==> src/rtl/ser_tx_pkg.sv <==
package ser_tx_pkg;
  typedef enum logic [2:0] {
    ST_IDLE,
    ST_START,
    ST_DATA,
    ST_PAR,
    ST_STOP
  } tx_state_e;

  localparam logic [1:0] PAR_EVEN = 2'd1;
  localparam logic [1:0] PAR_ODD  = 2'd2;
endpackage

==> src/rtl/ser_tx_fmt.sv <==
module ser_tx_fmt #(
  parameter int DATA_W  = 9,
  parameter int MIN_LEN = 5,
  localparam int CNT_W  = $clog2(DATA_W + 1)
) (
  input  logic              clk_i,
  input  logic              rst_ni,
  input  logic              load_i,
  input  logic              busy_i,
  input  logic [DATA_W-1:0] data_i,
  input  logic [2:0]        len_sel_i,
  input  logic [1:0]        par_sel_i,
  input  logic              stop2_i,
  output logic [DATA_W-1:0] data_o,
  output logic [CNT_W-1:0]  len_o,
  output logic              par_en_o,
  output logic              par_bit_o,
  output logic              stop2_o
);
  import ser_tx_pkg::*;

  logic [DATA_W-1:0] data_q;
  logic [CNT_W-1:0]  len_q, len_d;
  logic [1:0]        par_q;
  logic              stop2_q;
  logic [DATA_W-1:0] mask;

  always_comb begin
    if (int'(len_sel_i) + MIN_LEN >= DATA_W) len_d = CNT_W'(DATA_W);
    else                                     len_d = CNT_W'(int'(len_sel_i) + MIN_LEN);
  end

  always_ff @(posedge clk_i or negedge rst_ni) begin
    if (!rst_ni) begin
      data_q  <= '0;
      len_q   <= CNT_W'(DATA_W);
      par_q   <= '0;
      stop2_q <= 1'b0;
    end else if (load_i) begin
      data_q  <= data_i;
      len_q   <= len_d;
      par_q   <= par_sel_i;
      stop2_q <= stop2_i;
    end
  end

  // parity only over active bits
  always_comb begin
    for (int i = 0; i < DATA_W; i++) mask[i] = (i < int'(len_q));
  end

  assign data_o    = data_q;
  assign len_o     = len_q;
  assign par_en_o  = (par_q == PAR_EVEN) || (par_q == PAR_ODD);
  assign par_bit_o = (^(data_q & mask)) ^ (par_q == PAR_ODD);
  assign stop2_o   = stop2_q;

  a_r7_fmt_frozen: assert property (@(posedge clk_i) disable iff (!rst_ni)
    busy_i && !load_i |=> $stable(data_q) && $stable(len_q) && $stable(par_q) && $stable(stop2_q));
endmodule

==> src/rtl/ser_tx_seq.sv <==
module ser_tx_seq #(
  parameter int DATA_W = 9,
  localparam int CNT_W = $clog2(DATA_W + 1)
) (
  input  logic              clk_i,
  input  logic              rst_ni,
  input  logic              start_i,
  input  logic              shift_en_i,
  input  logic [DATA_W-1:0] data_i,
  input  logic [CNT_W-1:0]  len_i,
  input  logic              par_en_i,
  input  logic              par_bit_i,
  input  logic              stop2_i,
  output logic              tx_o,
  output logic              busy_o
);
  import ser_tx_pkg::*;

  tx_state_e        state_q, state_d;
  logic [CNT_W-1:0] cnt_q, cnt_d;

  always_comb begin
    state_d = state_q;
    cnt_d   = cnt_q;
    unique case (state_q)
      ST_IDLE:  if (start_i) begin state_d = ST_START; cnt_d = '0; end
      ST_START: if (shift_en_i) begin state_d = ST_DATA; cnt_d = '0; end
      ST_DATA:  if (shift_en_i) begin
        if (cnt_q == len_i - 1'b1) begin
          state_d = par_en_i ? ST_PAR : ST_STOP;
          cnt_d   = '0;
        end else begin
          cnt_d = cnt_q + 1'b1;
        end
      end
      ST_PAR:   if (shift_en_i) begin state_d = ST_STOP; cnt_d = '0; end
      ST_STOP:  if (shift_en_i) begin
        if (stop2_i && cnt_q == '0) cnt_d = CNT_W'(1);
        else                        state_d = ST_IDLE;
      end
      default:  state_d = ST_IDLE;
    endcase
  end

  always_ff @(posedge clk_i or negedge rst_ni) begin
    if (!rst_ni) begin
      state_q <= ST_IDLE;
      cnt_q   <= '0;
    end else begin
      state_q <= state_d;
      cnt_q   <= cnt_d;
    end
  end

  always_comb begin
    unique case (state_q)
      ST_START: tx_o = 1'b0;
      ST_DATA:  tx_o = data_i[cnt_q];
      ST_PAR:   tx_o = par_bit_i;
      default:  tx_o = 1'b1;
    endcase
  end

  assign busy_o = (state_q != ST_IDLE);

  a_r1_idle_high: assert property (@(posedge clk_i) disable iff (!rst_ni)
    !busy_o |-> tx_o);
  a_r2_start_low: assert property (@(posedge clk_i) disable iff (!rst_ni)
    $rose(busy_o) |-> !tx_o);
  a_r6_hold: assert property (@(posedge clk_i) disable iff (!rst_ni)
    busy_o && !shift_en_i |=> busy_o && $stable(tx_o));
  a_r3_cnt_range: assert property (@(posedge clk_i) disable iff (!rst_ni)
    state_q == ST_DATA |-> cnt_q < len_i);
endmodule

==> src/rtl/ser_frame_tx.sv <==
module ser_frame_tx #(
  parameter int DATA_W  = 9,
  parameter int MIN_LEN = 5,
  localparam int CNT_W  = $clog2(DATA_W + 1)
) (
  input  logic              clk_i,
  input  logic              rst_ni,
  input  logic [DATA_W-1:0] data_i,
  input  logic              valid_i,
  output logic              ready_o,
  input  logic [2:0]        len_sel_i,
  input  logic [1:0]        par_sel_i,
  input  logic              stop2_i,
  input  logic              shift_en_i,
  output logic              tx_o,
  output logic              busy_o
);
  logic              accept;
  logic [DATA_W-1:0] data_q;
  logic [CNT_W-1:0]  len_q;
  logic              par_en, par_bit, stop2_q;

  assign ready_o = !busy_o;
  assign accept  = valid_i && ready_o;

  ser_tx_fmt #(.DATA_W(DATA_W), .MIN_LEN(MIN_LEN)) u_fmt (
    .clk_i     (clk_i),
    .rst_ni    (rst_ni),
    .load_i    (accept),
    .busy_i    (busy_o),
    .data_i    (data_i),
    .len_sel_i (len_sel_i),
    .par_sel_i (par_sel_i),
    .stop2_i   (stop2_i),
    .data_o    (data_q),
    .len_o     (len_q),
    .par_en_o  (par_en),
    .par_bit_o (par_bit),
    .stop2_o   (stop2_q)
  );

  ser_tx_seq #(.DATA_W(DATA_W)) u_seq (
    .clk_i      (clk_i),
    .rst_ni     (rst_ni),
    .start_i    (accept),
    .shift_en_i (shift_en_i),
    .data_i     (data_q),
    .len_i      (len_q),
    .par_en_i   (par_en),
    .par_bit_i  (par_bit),
    .stop2_i    (stop2_q),
    .tx_o       (tx_o),
    .busy_o     (busy_o)
  );

  a_r2_accept_busy: assert property (@(posedge clk_i) disable iff (!rst_ni)
    valid_i && ready_o |=> busy_o && !ready_o);
endmodule

==> config.mk <==
export PLATFORM = sky130hd
export DESIGN_NAME = ser_frame_tx
export DESIGN_NICKNAME = d
export VERILOG_FILES = /design/src/rtl/ser_tx_pkg.sv /design/src/rtl/ser_tx_fmt.sv /design/src/rtl/ser_tx_seq.sv /design/src/rtl/ser_frame_tx.sv
export SDC_FILE = /design/constraint.sdc
export NUM_CORES = 1
export LEC_CHECK = 0
export ABC_AREA = 1
export CAP_MARGIN = 10
export CORE_MARGIN = 4
export CORE_UTILIZATION = 23
export DETAILED_ROUTE_END_ITERATION = 10
export DONT_BUFFER_PORTS = 1
export SETUP_SLACK_MARGIN = 0.15
export SLEW_MARGIN = 15
export SYNTH_ARGS = -nofsm -noshare
export SYNTH_HDL_FRONTEND = slang
export SYNTH_SLANG_ARGS = --single-unit
==> constraint.sdc <==
create_clock -name clk_i -period 1.75 [get_ports clk_i]
set_input_delay 0 -clock clk_i [delete_from_list [all_inputs] [get_ports clk_i]]
set_output_delay 0 -clock clk_i [all_outputs]
set_load 0.1 [all_outputs]
# Yosys cells after proc, flatten, opt, wreduce, memory -nomap -nowiden

Index checks and enable logic that the tools add are counted.

Register bits after elaboration: 23
Bits of input ports: 19
Word-level logic and storage cells: 70

Add/subtract/negate cells: 3
Magnitude comparators: 11
Eq/ne operators: 16
Mux-type cells: 20
Bitwise operators: 2
Reduce and logical (&&, ||, !) cells: 12

Operators by type and width:

| operator            | number |
|---|---|
| $mux 4              | 7 |
| $mux 3              | 8 |
| $lt 3x4->1 const A  | 4 |
| $pmux 4 s4          | 1 |
| $pmux 3 s5          | 1 |
| $ne 2x2->1 const B  | 6 |
| $and 9x9->9         | 1 |
| $reduce_xor 9->1    | 1 |
| $lt 1x4->1 const A  | 2 |
| $lt 2x4->1 const A  | 2 |
| $reduce_and 7->1    | 1 |
| $eq 3x2->1 const B  | 2 |
| $ne 2x1->1 const B  | 3 |
| $reduce_and 6->1    | 1 |
| $lt 4x5->1 const B  | 1 |
| $add 3x3->4 const B | 1 |
| $add 4x1->4 const B | 1 |
| $bmux 1 s4          | 1 |
| $eq 4x4->1          | 1 |
| $ge 4x4->1 const B  | 1 |
| $logic_not 4->1     | 1 |
| $lt 4x4->1 const A  | 1 |
| $reduce_bool 4->1   | 1 |
| $sub 4x1->4 const B | 1 |
| other kinds (13)    | 14 |

# Depth between registers and ports, before layout

Depth after elaboration: 6
Depth in mapped cells: 16
Gate-level depth less buffers: 16

# Cells and area by module

Synthesis repeated with hierarchy kept, for this count alone.

Cell total of the unflattened synthesis: 282
Area, all modules: 1747.9 µm²

Modules (own cells, without submodules):

| module       | times used | cells each | area an instance (µm²) |
|---|---|---|---|
| ser_tx_fmt   | 1          | 141        | 957.2 |
| ser_tx_seq   | 1          | 138        | 777.0 |
| ser_frame_tx | 1          | 3          | 13.8 |

# Worst setup path before layout

Ideal clock, no wire load.

Path kind: reg2reg
Start point: register u_seq.state_q[2]
End point: register u_seq.state_q[0]
Data arrival time: 2.252 ns
Setup slack: -0.635 ns
Cell stages (with the launch flop): 6
Period minus slack after synthesis: 2.385 ns
Cells stage by stage: dfrtp_1 -> inv_2 -> nand2_1 -> inv_1 -> a21oi_1 -> o22ai_2

Longest elaborated chain between the ends: 5

RTL lines:

| element                    | RTL line           | RTL |
|---|---|---|
| start, declared            | ser_tx_seq.sv:19   | `tx_state_e state_q, state_d;` |
| start signal, assigned     | ser_tx_seq.sv:50   | `state_q <= state_d;` |
| $reduce_bool 3->1          | ser_tx_seq.sv:64   | `assign busy_o = (state_q != ST_IDLE);` |
| via busy_o                 | ser_frame_tx.sv:16 | `output logic busy_o` |
| $logic_not 1->1            | ser_frame_tx.sv:23 | `assign ready_o = !busy_o;` |
| via ready_o                | ser_frame_tx.sv:10 | `output logic ready_o,` |
| $logic_and 1x1->1          | ser_frame_tx.sv:24 | `assign accept = valid_i && ready_o;` |
| $ne 2x2->1 (no line)       | --                 |  |
| $reduce_and 7->1 (no line) | --                 |  |

The timed path passes the listed nets, and every way through them passes these cells.
A chain may end at the register's enable or synchronous reset.

# Worst setup path in the final report

Start point: register u_fmt.len_q[0], in the netlist u_fmt.len_o[0]
End point: output port tx_o

Longest elaborated chain between the ends: 5

RTL lines:

| element                            | RTL line           | RTL |
|---|---|---|
| start, declared                    | ser_tx_fmt.sv:23   | `logic [CNT_W-1:0] len_q, len_d;` |
| start signal, assigned             | ser_tx_fmt.sv:36   | `len_q <= CNT_W'(DATA_W);` |
| start signal, assigned             | ser_tx_fmt.sv:41   | `len_q <= len_d;` |
| $lt 1x4->1 (tied with other cells) | ser_tx_fmt.sv:49   | `for (int i = 0; i < DATA_W; i++) mask[i] = (i < int'(len_q));` |
| $and 9x9->9 (*)                    | ser_tx_fmt.sv:55   | `assign par_bit_o = (^(data_q & mask)) ^ (par_q == PAR_ODD);` |
| $reduce_xor 9->1 (*)               | ser_tx_fmt.sv:55   |  |
| $xor 1x1->1 (*)                    | ser_tx_fmt.sv:55   |  |
| $pmux 1 s3 (*)                     | ser_tx_seq.sv:56   | `unique case (state_q)` |
| end, declared                      | ser_frame_tx.sv:15 | `output logic tx_o,` |

Every way passes the cells marked *; elsewhere a longest branch is shown, timed or not.

==> results.json <==
{
  "syn-mean-instance-area_sq_um": 6.70,
  "timing.clock.skew_ns": 0.00472,
  "hold_viol_final": 1,
  "detail_route.drc_violations": 0,
  "ys.warnings.count": 0,
  "synth_fp_nets": 272,
  "crit_path_end_kind": "output pin",
  "path_clk_slew_ns": 0.09,
  "ioPinCount": 22,
  "r2r_start": "u_fmt.len_o[0]",
  "critPathKind": "register to output pin",
  "yosysTopAreaCell": "dfrtp_1",
  "grt_first_pass_wirelength_um": 7450,
  "cts_made_buffers": 3,
  "setup_violations": 6,
  "crit_path_max_incr_delay_ns": 0.59,
  "startpoint_types": "register",
  "netlist.area_leader.share_pct": 32.1,
  "timing.critical_path.slowest_stage_cell": "dfstp_2",
  "die_x_um": 92.3,
  "fin_worst_hold_slack_ns": -0.00259,
  "worst_skew_pair_later_pin_latency_ns": 0.27,
  "grt-ovfl-total": 0,
  "layout.cells.non_filler": 367,
  "synth.lib_cells_used.distinct": 28,
  "areaGrowthSynthToFinish_pct": 32.0,
  "yosys_most_used_dff": "dfrtp_1",
  "die_height_um": 92.3,
  "totalWireLength_um": 4290,
  "global_route.usage.met1_pct": 13.4,
  "ctsLongestPathBuffers": 2,
  "grt_setup_unrepaired": "yes",
  "violations": "hold timing, setup timing",
  "worstPathRequired_ns": 1.75,
  "place.gp.congestion": 0.869,
  "worstRegToRegCells": 11,
  "pin_count_of_the_biggest_net_entering_global_routing": 24,
  "yosysSeqAreaShare_pct": 35.3,
  "detail_route.iter0.violations": 71,
  "initial_utilization_pct": 23.8,
  "regToRegSetupSlack_ns": -0.11,
  "tritoncts": "done",
  "crit_path_max_fanout": 4,
  "worstPathArrival_ns": 2.08,
  "postRouteAntennaNets": 0,
  "async_flop_share_pct": 100,
  "ir_drop_v": 0.000987,
  "design.final.nets": 300,
  "synth_enable_flop_cells": 0,
  "cap_viol_max_count": 0,
  "timing.hold.worst.class": "input pin to register",
  "finalWorstPathRequiredPeriod_ns": 2.08,
  "crit_start": "u_fmt.len_o[0]",
  "place.port_buffers": 0,
  "grt-busiest-layer": "met2",
  "route.vias.total": 1590,
  "clk_root_buffer_cell": "clkbuf_8",
  "area_of_the_mapped_netlist_sq_um": 1640,
  "tritoncts_num_sinks": 23,
  "register_bit_count_reported_by_yosys": 23,
  "first_global_vias": 1687,
  "row_count": 30,
  "critical_path.cell_chain": "inv_4 -> ha_4 -> inv_2 -> nand2_2 -> nand2_2 -> nand4_1 -> nand2_1 -> nand2_2 -> nand2_1 -> nand2_1 -> nand2_1 -> nand2_1 -> nand2_1 -> nand2_2 -> nand2_8",
  "antenna_found_initial": 0,
  "preCtsSetupSlack_ns": -0.0607,
  "floorplan.die_area_sq_um": 8520,
  "place.detailed.hpwl_um": 3220,
  "max_slew_margin_pct": 76.6,
  "drt_pass1_iterations": 5,
  "final_layout_size_suffix_gt1_share_pct": 19.2,
  "groute.layer.met2.usage_pct": 19.0,
  "final_routed_wire_length_divided_by_cell_count_um": 11.7,
  "globalRouteTotalUtil_pct": 10.6,
  "synth_top_cells_by_area": "dfrtp_1 32%, nand2_1 20%, inv_1 7.8%, ha_1 6.9%, nand3_1 4.3%",
  "place.detailed.instances": 344,
  "status": "finished, violations left",
  "timing.fmax_mhz": 480,
  "htree_num_levels": 1,
  "critPathMostFrequentCell": "nand2_1",
  "post-route-period-util_pct": 119,
  "regToRegEndpoint": "u_seq.state_q[1]",
  "global_route.usage.met3_pct": 1.38,
  "final_max_slew_viol_count": 0,
  "syn_inst": 244,
  "leakagePower_nw": 1.05,
  "insertedDiodeCount": 0,
  "worst-slew-pin-transition_ns": 0.351,
  "critical_path.endpoint": "tx_o",
  "core-area_sq_um": 6870,
  "power_per_unit_of_standard_cell_area_nw_per_um2": 2060,
  "route.detailed.vias_per_inst": 4.33,
  "setup_ws_ns": -0.332
}
-- per-stage QoR --
step	util, %	hold WS, ns	TNS [ns]	power [W]	instance area [sq um]
6_report	31.4	-0.00259	-0.631	0.00445	2160
3_3_place_gp	27.3	-0.295	0	0.00381	1870
3_5_place_dp	27.3	-0.294	-0.0607	0.00387	1870
5_1_grt	31.4	0.0140	-1.55	0.00488	2160
4_1_cts	31.1	0.000884	-0.329	0.00443	2140
2_1_floorplan	-	-0.296	0	0.00324	1710
-- logic make-up (layout without fill, tap and decap cells) --
logic type | after synthesis | after routing | share of synthesized area [%]
and+or+nand+nor | 128 | 128 | 32.4
buffers and inverters | 44 | 71 | 10.4
AOI/OAI and AO/OA | 35 | 35 | 12.3
adders and majority gates | 9 | 9 | 6.89
DFF | 23 | 23 | 35.3
xor gates and xnor gates | 5 | 5 | 2.68
-- power breakdown --
| group | total [W] | switching, W | leakage (nW) | internal [W] |
|---|---|---|---|---|
| clock network | 0.000351 | 0.000188 | 0.0228 | 0.000163 |
| registers | 0.00105 | 0.000261 | 0.288 | 0.000787 |
| logic | 0.00305 | 0.00200 | 0.738 | 0.00105 |
-- worst max-delay path, delay by kind of cell (launching register included) --
kind	cells	cell delay [ns]
buffers and inverters	2	0.11
DFF	1	0.59
and+or+nand+nor	12	0.93
adders and majority gates	1	0.17
-- flip-flops by register name, summed over array words and instances (netlist names) --
register,cells
u_fmt.len_o,4
u_fmt.par_q,2
u_fmt.data_o,9
u_seq.cnt_q,4
u_seq.state_q,3
u_fmt.stop2_o,1
-- cell usage after synthesis (4+ instances only) --
cell type / number
nand2_1: 85
o21ai_0: 13
nor2_1: 16
xor2_1: 4
buf_2: 4
a21oi_1: 8
nand3_1: 14
o21ai_1: 5
ha_1: 9
inv_1: 34
dfrtp_1: 21
inv_2: 4
nand4_1: 4
-- layout make-up --
cell class	instances	area, sq um
flip-flops and latches	23	578
repair buffers	28	263
clock buffers	4	45.0
well taps	96	120
multi-input cells	177	1000
inverters	39	153
fillers	754	4710
-- layout by cell type, fill, tap and decap left out, types with 2 or more instances in the layout --
master,synthesis,layout
ha_4,0,2
dfstp_2,2,2
inv_1,34,29
nand2_1,85,73
a22oi_1,2,2
o22ai_2,1,2
clkbuf_8,0,3
nand2_8,0,2
nand4_1,4,4
o21ai_1,5,5
nand3_1,14,13
a21oi_1,8,7
o22ai_1,3,2
dfrtp_1,21,21
nor2_2,3,4
ha_1,9,7
buf_4,0,11
nand2_2,2,12
nor2_1,16,14
dlygate4sd3_1,0,16
o21ai_0,13,13
xor2_1,4,4
inv_2,4,7
-- per-layer routing --
| layer | wire [um] | vias to the layer above |
|---|---|---|
| met2 | 2140 | 23 |
| met3 | 111 | 2 |
| met1 | 2000 | 739 |
| met4 | 38 | 0 |
| li1 | - | 826 |
| met5 | 0 | - |
-- worst min path at each step --
stage,depth (start not counted),start,slack (ns),end
final,2,len_sel_i[1],-0.003,u_fmt.len_o[2]
after global routing,2,len_sel_i[1],0.01,u_fmt.len_o[2]
after CTS,2,len_sel_i[1],0.0009,u_fmt.len_o[2]
after detailed placement,0,rst_ni,-0.29,u_fmt.data_o[5]
after global placement,0,rst_ni,-0.29,u_fmt.data_o[5]
after floorplan,0,rst_ni,-0.30,u_fmt.data_o[0]
-- timing repair --
action	in CTS	in global routing
gates resized for setup	9	7
hold endpoints to repair	37	0
setup endpoints to repair	8	9
setup buffers	1	1
hold buffers	17	0
pin swaps	8	16
Power figures use the tool's default switching activity.
